### src/rtl/spi_mf_pkg.sv
package spi_mf_pkg;

  localparam int DIV_W = 5;

  typedef struct packed {
    logic       en;
    logic       mstr;
    logic       cpol;
    logic       cpha;
    logic [1:0] rate;
  } spi_cfg_t;

  // Half serial-clock period in system clocks for a rate code.
  function automatic logic [DIV_W-1:0] half_len(input logic [1:0] rate);
    logic [DIV_W-1:0] v;
    case (rate)
      2'd0:    v = DIV_W'(1);
      2'd1:    v = DIV_W'(2);
      2'd2:    v = DIV_W'(8);
      default: v = DIV_W'(16);
    endcase
    return v;
  endfunction

endpackage

### src/rtl/spi_mf_clkgen.sv
module spi_mf_clkgen
  import spi_mf_pkg::*;
(
  input  logic       clk,
  input  logic       rst_n,
  input  logic       run,
  input  logic [1:0] rate,
  output logic       tick
);

  logic [DIV_W-1:0] cnt_q, cnt_d;
  logic [DIV_W-1:0] half;

  always_comb begin
    half  = half_len(rate);
    tick  = run && (cnt_q == half - DIV_W'(1));
    cnt_d = cnt_q;
    if (!run || tick) cnt_d = '0;
    else              cnt_d = cnt_q + DIV_W'(1);
  end

  always_ff @(posedge clk or negedge rst_n) begin
    if (!rst_n) cnt_q <= '0;
    else        cnt_q <= cnt_d;
  end

endmodule

### src/rtl/spi_mf_shifter.sv
module spi_mf_shifter #(
  parameter int DATA_W = 8
) (
  input  logic              clk,
  input  logic              rst_n,
  input  logic              load,
  input  logic [DATA_W-1:0] load_data,
  input  logic              sample_en,
  input  logic              shift_en,
  input  logic              finish,
  input  logic              cpha,
  input  logic              miso,
  output logic              mosi,
  output logic [DATA_W-1:0] rx_data
);

  logic [DATA_W-1:0] sh_q, sh_d;
  logic [DATA_W-1:0] rx_q, rx_d;
  logic              smp_q, smp_d;

  always_comb begin
    sh_d  = sh_q;
    rx_d  = rx_q;
    smp_d = smp_q;
    if (sample_en) smp_d = miso;
    if (load)
      sh_d = load_data;
    else if (shift_en)
      sh_d = {sh_q[DATA_W-2:0], smp_q};
    if (finish)
      rx_d = {sh_q[DATA_W-2:0], (cpha ? miso : smp_q)};
  end

  always_ff @(posedge clk or negedge rst_n) begin
    if (!rst_n) begin
      sh_q  <= '0;
      rx_q  <= '0;
      smp_q <= 1'b0;
    end else begin
      sh_q  <= sh_d;
      rx_q  <= rx_d;
      smp_q <= smp_d;
    end
  end

  assign mosi    = sh_q[DATA_W-1];
  assign rx_data = rx_q;

endmodule

### src/rtl/spi_mf_flags.sv
module spi_mf_flags #(
  parameter int NF = 3
) (
  input  logic          clk,
  input  logic          rst_n,
  input  logic [NF-1:0] set_i,
  input  logic [NF-1:0] clr_i,
  input  logic          sts_rd,
  output logic [NF-1:0] flag_o
);

  for (genvar i = 0; i < NF; i++) begin : g_flag
    logic f_q, f_d, a_q, a_d;

    always_comb begin
      f_d = f_q;
      a_d = a_q;
      if (sts_rd && f_q) a_d = 1'b1;
      if (a_q && clr_i[i]) begin
        f_d = 1'b0;
        a_d = 1'b0;
      end
      if (set_i[i]) f_d = 1'b1;
    end

    always_ff @(posedge clk or negedge rst_n) begin
      if (!rst_n) begin
        f_q <= 1'b0;
        a_q <= 1'b0;
      end else begin
        f_q <= f_d;
        a_q <= a_d;
      end
    end

    assign flag_o[i] = f_q;
  end

endmodule

### src/rtl/spi_mf_master.sv
module spi_mf_master
  import spi_mf_pkg::*;
#(
  parameter int DATA_W      = 8,
  parameter int SYNC_STAGES = 2
) (
  input  logic              clk,
  input  logic              rst_n,
  input  logic              cfg_wr,
  input  logic              cfg_en,
  input  logic              cfg_mstr,
  input  logic              cfg_cpol,
  input  logic              cfg_cpha,
  input  logic [1:0]        cfg_rate,
  input  logic              dat_wr,
  input  logic [DATA_W-1:0] dat_wdata,
  input  logic              dat_rd,
  input  logic              sts_rd,
  input  logic              ss_dir,
  input  logic              ss_n,
  input  logic              miso,
  output logic [DATA_W-1:0] rx_data,
  output logic              busy,
  output logic              flag_done,
  output logic              flag_wcol,
  output logic              flag_mfault,
  output logic              en_o,
  output logic              mstr_o,
  output logic              sck,
  output logic              mosi
);

  localparam int EDGES = 2 * DATA_W;
  localparam int EW    = $clog2(EDGES);

  spi_cfg_t                cfg_q, cfg_d;
  logic                    busy_q, busy_d;
  logic [EW-1:0]           edg_q, edg_d;
  logic                    sck_q, sck_d;
  logic [SYNC_STAGES-1:0]  ss_sync;
  logic                    tick, fault, start, collide, last;
  logic                    sample_en, shift_en, finish;
  logic [2:0]              flags;

  // select-input synchronizer
  always_ff @(posedge clk or negedge rst_n) begin
    if (!rst_n) ss_sync <= '1;
    else        ss_sync <= {ss_sync[SYNC_STAGES-2:0], ss_n};
  end

  assign fault   = cfg_q.en && cfg_q.mstr && !ss_dir && !ss_sync[SYNC_STAGES-1];
  assign start   = dat_wr && !busy_q && cfg_q.en && cfg_q.mstr && !fault;
  assign collide = dat_wr && busy_q;
  assign last    = busy_q && tick && (edg_q == EW'(EDGES - 1));

  always_comb begin
    sample_en = busy_q && tick && (cfg_q.cpha ? edg_q[0] : !edg_q[0]);
    shift_en  = busy_q && tick && !last &&
                (cfg_q.cpha ? (!edg_q[0] && (edg_q != '0)) : edg_q[0]);
    finish    = last && !fault;
  end

  spi_mf_clkgen u_clkgen (
    .clk   (clk),
    .rst_n (rst_n),
    .run   (busy_q),
    .rate  (cfg_q.rate),
    .tick  (tick)
  );

  always_comb begin
    cfg_d  = cfg_q;
    busy_d = busy_q;
    edg_d  = edg_q;
    sck_d  = sck_q;
    if (cfg_wr && !busy_q) begin
      cfg_d.en   = cfg_en;
      cfg_d.mstr = cfg_mstr;
      cfg_d.cpol = cfg_cpol;
      cfg_d.cpha = cfg_cpha;
      cfg_d.rate = cfg_rate;
    end
    if (start) begin
      busy_d = 1'b1;
      edg_d  = '0;
    end else if (busy_q && tick) begin
      sck_d = ~sck_q;
      edg_d = edg_q + EW'(1);
      if (last) busy_d = 1'b0;
    end
    if (!busy_q) sck_d = cfg_d.cpol;
    if (fault) begin
      cfg_d.en   = 1'b0;
      cfg_d.mstr = 1'b0;
      busy_d     = 1'b0;
      edg_d      = '0;
      sck_d      = cfg_d.cpol;
    end
  end

  always_ff @(posedge clk or negedge rst_n) begin
    if (!rst_n) begin
      cfg_q  <= '0;
      busy_q <= 1'b0;
      edg_q  <= '0;
      sck_q  <= 1'b0;
    end else begin
      cfg_q  <= cfg_d;
      busy_q <= busy_d;
      edg_q  <= edg_d;
      sck_q  <= sck_d;
    end
  end

  spi_mf_shifter #(.DATA_W(DATA_W)) u_shift (
    .clk       (clk),
    .rst_n     (rst_n),
    .load      (start),
    .load_data (dat_wdata),
    .sample_en (sample_en),
    .shift_en  (shift_en),
    .finish    (finish),
    .cpha      (cfg_q.cpha),
    .miso      (miso),
    .mosi      (mosi),
    .rx_data   (rx_data)
  );

  spi_mf_flags #(.NF(3)) u_flags (
    .clk    (clk),
    .rst_n  (rst_n),
    .set_i  ({fault, collide, finish}),
    .clr_i  ({cfg_wr, (dat_wr || dat_rd), (dat_wr || dat_rd)}),
    .sts_rd (sts_rd),
    .flag_o (flags)
  );

  assign flag_done   = flags[0];
  assign flag_wcol   = flags[1];
  assign flag_mfault = flags[2];
  assign busy        = busy_q;
  assign sck         = sck_q;
  assign en_o        = cfg_q.en;
  assign mstr_o      = cfg_q.mstr;

endmodule

### config.mk
export PLATFORM = sky130hd
export DESIGN_NAME = spi_mf_master
export DESIGN_NICKNAME = d
export VERILOG_FILES = /design/src/rtl/spi_mf_pkg.sv /design/src/rtl/spi_mf_clkgen.sv /design/src/rtl/spi_mf_shifter.sv /design/src/rtl/spi_mf_flags.sv /design/src/rtl/spi_mf_master.sv
export SDC_FILE = /design/constraint.sdc
export NUM_CORES = 1
export LEC_CHECK = 0
export ABC_AREA = 1
export BUFFER_PORTS_ARGS = -buffer_cell sky130_fd_sc_hd__buf_2
export CAP_MARGIN = 20
export CORE_ASPECT_RATIO = 0.75
export CORE_MARGIN = 3
export CORE_UTILIZATION = 34
export DETAILED_ROUTE_END_ITERATION = 12
export SYNTH_ARGS = -nofsm -noshare
export SYNTH_HDL_FRONTEND = slang
export SYNTH_SLANG_ARGS = --single-unit
### constraint.sdc
create_clock -name clk -period 2.9 [get_ports clk]
set_input_delay 0.435 -clock clk [delete_from_list [all_inputs] [get_ports clk]]
set_output_delay 0.435 -clock clk [all_outputs]
set_load 0.05 [all_outputs]
==> results of run 1 <==
[power breakdown]
part	internal [mW]	switching [mW]	leakage, nW
clock	0.262	0.215	0.0563
combinational	0.345	0.744	0.789
sequential	0.768	0.189	0.543
[synthesized netlist by cell type (2+ instances only)]
| master | number |
|---|---|
| nor2_1 | 18 |
| ha_1 | 3 |
| nand2_1 | 99 |
| nand3_1 | 24 |
| inv_2 | 6 |
| xor2_1 | 3 |
| o21ai_0 | 7 |
| dfstp_2 | 2 |
| nor2_8 | 3 |
| nor2_4 | 2 |
| o21ai_2 | 3 |
| nand2_2 | 4 |
| inv_1 | 23 |
| a21oi_1 | 6 |
| o21ai_1 | 2 |
| dfrtp_1 | 40 |
| nand4_4 | 2 |
[cell families after synthesis]
logic type                 synth area share
buffers and inverters                0.0618
DFF                                   0.487
adders and majority gates            0.0173
xor gates and xnor gates             0.0121
AOI/OAI and AO/OA                    0.0532
and+or+nand+nor                       0.369
[metal layers]
metal / track usage / vias to the layer above
met5: 0 / -
met4: 0.0364 / 0
met3: 0.0361 / 5
met2: 0.204 / 34
met1: 0.195 / 765
li1: - / 917
[worst paths after layout]
| path | cells after the start | start | endpoint | slack, ps |
|---|---|---|---|---|
| max | 7 | ss_sync[1] | u_shift.rx_data[6] | 1250 |
| min | 1 | ss_n | ss_sync[0] | 230 |
| max reg2reg | 7 | ss_sync[1] | u_shift.rx_data[6] | 1250 |
| min reg2reg | 0 | ss_sync[0] | ss_sync[1] | 360 |
| max in group asynchronous | 1 | rst_n | edg_q[0] | 2050 |
| min in group asynchronous | 1 | rst_n | u_shift.rx_data[3] | 270 |
[flip-flops by register name, summed over array words and instances, names as in the netlist, 2 cells and up]
register / flops
u_shift.rx_data: 8
u_shift.sh_q: 8
u_clkgen.cnt_q: 5
cfg_q: 4
edg_q: 4
u_flags.g_flag.a_q: 3
u_flags.g_flag.f_q: 3
ss_sync: 2
[placed cells by master, fill, tap and decap left out, types with 2 or more instances in the layout]
master	instances
o21ai_0	7
dfstp_2	2
nor2_8	3
nor2_1	18
buf_2	38
nand3_1	24
o21ai_1	2
ha_1	3
nand4_4	2
a21oi_1	6
nor2_4	2
nand2_2	4
xor2_1	3
clkbuf_8	5
o21ai_2	3
inv_1	23
nand2_1	99
inv_2	6
dfrtp_1	40
[worst reg2reg max path: stages, from the launching register on]
cell     delay, ps
dfstp_2        520
inv_1           30
nand2_1        100
nor2_4          80
inv_1          310
nand4_2        310
nand2_1        140
nand2_1         60
[layout make-up]
cell class | instances | area (sq um) | share of cell area
flip-flops and latches | 42 | 1050 | 0.413
inverters | 30 | 118 | 0.0461
clock inverters | 3 | 48.8 | 0.0191
well taps | 78 | 97.6 | 0.0382
multi-input cells | 188 | 977 | 0.383
repair buffers | 38 | 190 | 0.0745
clock buffers | 5 | 68.8 | 0.0269
[stage by stage]
| step | instances | total power [mW] |
|---|---|---|
| 2_1_floorplan | 262 | 1.82 |
| 3_3_place_gp | 376 | 2.07 |
| 3_5_place_dp | 376 | 2.07 |
| 4_1_cts | 384 | 2.56 |
| 5_1_grt | 384 | 2.76 |
| 6_report | 384 | 2.52 |
==> key figures, run 1 <==
Clock tree
  • CTS H-tree lvls: 2
  • CTS tree: done
  • Clock Tree Buf Depth: 2
  • Post-CTS Hold Fix Bufs: 0
  • Clock sink count: between 40 and 50
  • Gates resized, CTS repair: 0
  • Clock transition at path regs: ~90 ps
  • Post-CTS Setup Inserts: 0
  • Clk_lat worst skew: 300 ps
  • CTS Buf Count: 5
  • Clk root buf: clkbuf_8

STA
  • Worst slew pin tran: about 930 ps
  • Slew Limit Headroom: 0.380
  • Fin worst setup slack: approximately 1200 ps
  • Clock skew: about 7.9 ps
  • RSZ-0062 raised after global routing: no
  • Final worst-path cycle share: 0.570
  • Setup TNS: 0 ps
  • Fmax: between 600 and 700 MHz
  • Crit path time final: around 1700 ps
  • Worst hold slack: 232 ps
  • Count of pins over their slew limit: 0
  • Final setup fails: 0
  • Count of final hold-check violations: 0

Pwr
  • Peak VDD IR: around 0.59 mV
  • Power Density: just under 1000 nW/um^2
  • LEAKAGE: 1.39 nW

Route
  • Highest Signal Layer: met4
  • Residual DRC: 0
  • Vias: approximately 1.7k
  • Wl on met1: about 2.4 mm
  • Drt wl/cell: ~12 um
  • 1st-iter DRT viols: 110
  • DRT Pass-1 Iters: 4
  • Met3 WL post-DR: about 260 um
  • Number of routed nets with antenna violations: 0
  • Post-DR vias/cell: 4.48
  • Routed Wire Length: between 4 and 5 mm
  • WL met2: approximately 1.9 mm

Synthesis
  • Mean post-synth cell area: 8.26 sq um
  • Prevailing post-synth register cell: dfrtp_1
  • Syn_nets: between 200 and 300
  • #FFs+latches synth: between 40 and 50
  • Distinct cell type count after synthesis: 32
  • Synth warnings: 0
  • Asr flop ratio synth: 1.00
  • Share of the synthesized area in the top cell type: 0.462
  • Post-synth EDFFs: 0
  • Mapped Area: 2160 sq um
  • Cell count after synthesis: between 200 and 300
  • Synth area leaders: dfrtp_1 (46%), nand2_1 (17%), nand3_1 (5.5%)
  • Post-synthesis sequential area ratio: 0.487
  • Synth area leader: dfrtp_1

Cells and area
  • # diodes: 0
  • Final Cell Area: about 2600 sq um
  • Layout Nets: approximately 330
  • Area Growth Syn to Fin: 18.0%
  • Final core occ: 0.427
  • Fillers: 602
  • Share of layout cells above drive strength 1: 0.245

Floorplanning
  • I/O pin cnt: 39
  • Die area: 7370 sq um
  • Chip width: 98.1 um
  • Area of the core: approximately 6000 sq um
  • Row cnt: 24
  • Die Y: approximately 75 um
  • Initial Util: 0.362

Critical path
  • CP Capture Type: flop
  • Crit path max-delay family: simple AND/OR/NAND/NOR gates
  • CP Max Fanout: 13
  • Critical path's slowest cell: dfstp_2
  • Worst EP required: approximately 3100 ps
  • CP startpoint kind: flop
  • CP Class: reg2reg
  • Most frequent cell on the critical path: nand2_1
  • Sequence of cells on the critical path: inv_1 -> nand2_1 -> nor2_4 -> inv_1 -> nand4_2 -> nand2_1 -> nand2_1
  • Slowest Stage Delay on Critical Path: approximately 520 ps
  • Worst path arrival time: about 1800 ps
  • CP bufs+invs: 2

GRT
  • Largest net degree at the start of global routing: 43
  • Number of global-route vias before repair: around 1.6k
  • Total track usage: 0.136
  • Antenna violations before repair: 0
  • GRT overflow: 0
  • First-pass GRT wire length: about 7.9 mm

Flow run
  • Number of max-cap violations: 0

Placement
  • Dpl cell area: 2440 sq um
  • IO buf count: 38
  • Routability Congestion: between 0.8 and 0.9
  • Setup slack at placement: 1220 ps
  • DPL Wire Length: between 3 and 4 mm

Run status
  • Outcome: completed

Worst hold path
  • Hold Path Class: in2reg
Power figures use the tool's default switching activity.
==> run 2: changes to the inputs <==
- clock period: 2.9 -> 1.4 ns (I/O delays scaled with it)
==> run 2 against run 1 <==
Sequential power grew 110%; critical path depth grew 4; worst setup slack lost 1300 ps; largest cell class is now multi-input gates; critical path type unchanged; die area is the same; clock skew grew 1.8 ps; maximum frequency grew 13%; the run now ends with setup timing left; worst hold slack lost 130 ps; global-route usage grew 1.8 points; critical endpoint is now u_shift.sh_q[0]; first-iteration DRC count grew 10%.
==> key figures, run 2 (same netlist as run 1, synthesis figures left out) <==
Run status
  • Outcome: complete, but fails checks
  • Failing checks: setup timing

STA
  • Final setup fails: 22
  • Worst slew pin tran: between 300 and 400 ps
  • Setup TNS: -1010 ps
  • Fmax: just under 700 MHz
  • Count of final hold-check violations: 0
  • Final worst-path cycle share: 1.05
  • Count of pins over their slew limit: 0
  • Clock skew: roughly 9.7 ps
  • Crit path time final: 1470 ps
  • Slew Limit Headroom: 0.743
  • RSZ-0062 raised after global routing: yes
  • Fin worst setup slack: -66.3 ps

Worst hold path
  • Worst hold start: cfg_cpha
  • Hold Path Class: in2reg

Clock tree
  • Clock Tree Buf Depth: 2
  • Clock transition at path regs: 80 ps
  • Clk_lat worst skew: 300 ps
  • CTS Buf Count: 5
  • Clk root buf: clkbuf_8
  • Clock sink count: 42
  • CTS tree: done
  • CTS H-tree lvls: 2

Route
  • Drt wl/cell: approximately 13 um
  • Routed Wire Length: roughly 5.2 mm
  • 1st-iter DRT viols: about 120
  • Number of routed nets with antenna violations: 0
  • Residual DRC: 0
  • Vias: about 1.9k
  • Post-DR vias/cell: roughly 4.5
  • DRT Pass-1 Iters: 4

Floorplanning
  • Die Y: 75.1 um
  • Chip width: 98.1 um
  • I/O pin cnt: 39
  • Die area: 7370 sq um
  • Initial Util: 0.362
  • Area of the core: 5980 sq um
  • Row cnt: 24

Critical path
  • Worst EP required: 1640 ps
  • CP Max Fanout: 8
  • Reg2reg setup slack: -70 ps
  • CP startpoint kind: flop
  • Worst Setup SP: edg_q[1]
  • RR Endpoint: u_shift.sh_q[0]
  • CP Capture Type: flop
  • Reg2Reg Launch Point: edg_q[1]
  • R2R depth: 11
  • CP Class: reg2reg
  • Crit path capture: u_shift.sh_q[0]
  • Worst path arrival time: 1700 ps

Placement
  • IO buf count: 38
  • DPL Wire Length: 3.75 mm
  • Setup slack at placement: -92.3 ps
  • Placed instance count: between 300 and 400
  • Routability Congestion: roughly 0.8

Pwr
  • Peak VDD IR: ~1.0 mV
  • Clock power frac: 0.153
  • Logic pwr share: 0.532
  • LEAKAGE: ~1.6 nW
  • Power Density: ~2100 nW/um^2
  • Sequential power share: 0.315
  • Net Switching: roughly 2.8 mW
  • Sw frac: 0.453
  • Cell-internal power: 3.43 mW

Cells and area
  • Non-filler cells, final: between 400 and 500
  • Most common cell after layout, fill and taps aside: nand2_1
  • # diodes: 0
  • Share of layout cells above drive strength 1: 0.426
  • Commonest cells after routing, fill and taps aside: nand2_1 (80), buf_2 (37), dfrtp_1 (34)
  • Area Growth Syn to Fin: 36.8%
  • Layout Nets: between 300 and 400
  • Fillers: between 500 and 600

GRT
  • Total track usage: 0.154
  • Antenna violations before repair: 0
  • GRT overflow: 0
  • First-pass GRT wire length: slightly below 9 mm
  • Number of global-route vias before repair: between 1.5k and 2k
  • Largest net degree at the start of global routing: 28

Flow run
  • Number of max-cap violations: 0
## run 2: cell types whose count changed in the layout (fill, tap and decap cells not counted), moves of 4 or more
cell	previous run	this run
inv_1	23	18
buf_4	0	18
nand2_1	99	80
dfrtp_2	0	5
nand3_1	24	20
nor2_4	2	6
dfrtp_1	40	34
buf_6	0	6
nor2_1	18	11
nand2_2	4	21
## run 2: critical path, stage by stage (launching register included)
cell     delay [ps]
dfrtp_1         420
inv_2            70
ha_4            160
inv_2            40
nor2_1           30
nand2_1          70
nand2_2          70
nor2_4          130
nand4_4         140
nand2_4         160
nand2_1          60
nand2_1          60
## run 2: through the flow
| step | hold WS, ps | instance area (sq um) | util | power (mW) |
|---|---|---|---|---|
| floorplan | -85.6 | 2170 | - | 3.79 |
| global placement | 155 | 2590 | 0.434 | 4.52 |
| detailed placement | 159 | 2590 | 0.434 | 4.55 |
| CTS | 1.96 | 2830 | 0.474 | 5.92 |
| global route | 101 | 2960 | 0.496 | 6.74 |
| finish | 105 | 2960 | 0.496 | 6.26 |
## run 2: power by group through the flow
stage | clock network [mW] | registers [mW] | logic (mW)
3_5_place_dp | 0 | 1.94 | 2.60
4_1_cts | 0.993 | 1.95 | 2.97
5_1_grt | 1.06 | 2.04 | 3.65
2_1_floorplan | 0 | 2.31 | 1.48
6_report | 0.961 | 1.97 | 3.33
3_3_place_gp | 0 | 1.93 | 2.58
## run 2: repair_timing
action	in CTS	in global routing
endpoints found under the setup margin	23	30
resized for setup	27	33
setup buffers	4	2
gates cloned	1	0
hold endpoints to repair	15	1
pin swaps	8	9
hold buffers	1	1
## run 2: worst min path at each step
stage	end	slack (ps)	cells after the start
2_1_floorplan	cfg_q[0]	-90	0
3_3_place_gp	u_shift.rx_data[7]	160	1
3_5_place_dp	u_shift.rx_data[7]	160	1
4_1_cts	ss_sync[0]	2	1
5_1_grt	cfg_q[2]	100	3
6_report	cfg_q[2]	100	3
## run 2: layer usage
layer	vias to the layer above	GRT usage	wire length (um)
met5	-	0	0
met4	0	0.0530	71
met3	6	0.0444	257
met2	38	0.244	2380
met1	856	0.206	2540
li1	966	-	-
## run 2: final cells by class
cell class	instances	area, sq um	share of cell area
Inverter	30	125	0.0422
Clock inverter	2	37.5	0.0127
Timing Repair Buffer	64	428	0.144
Clock buffer	6	72.6	0.0245
Sequential cell	42	1060	0.359
Tap cell	78	97.6	0.0330
Multi-Input combinational cell	189	1140	0.384
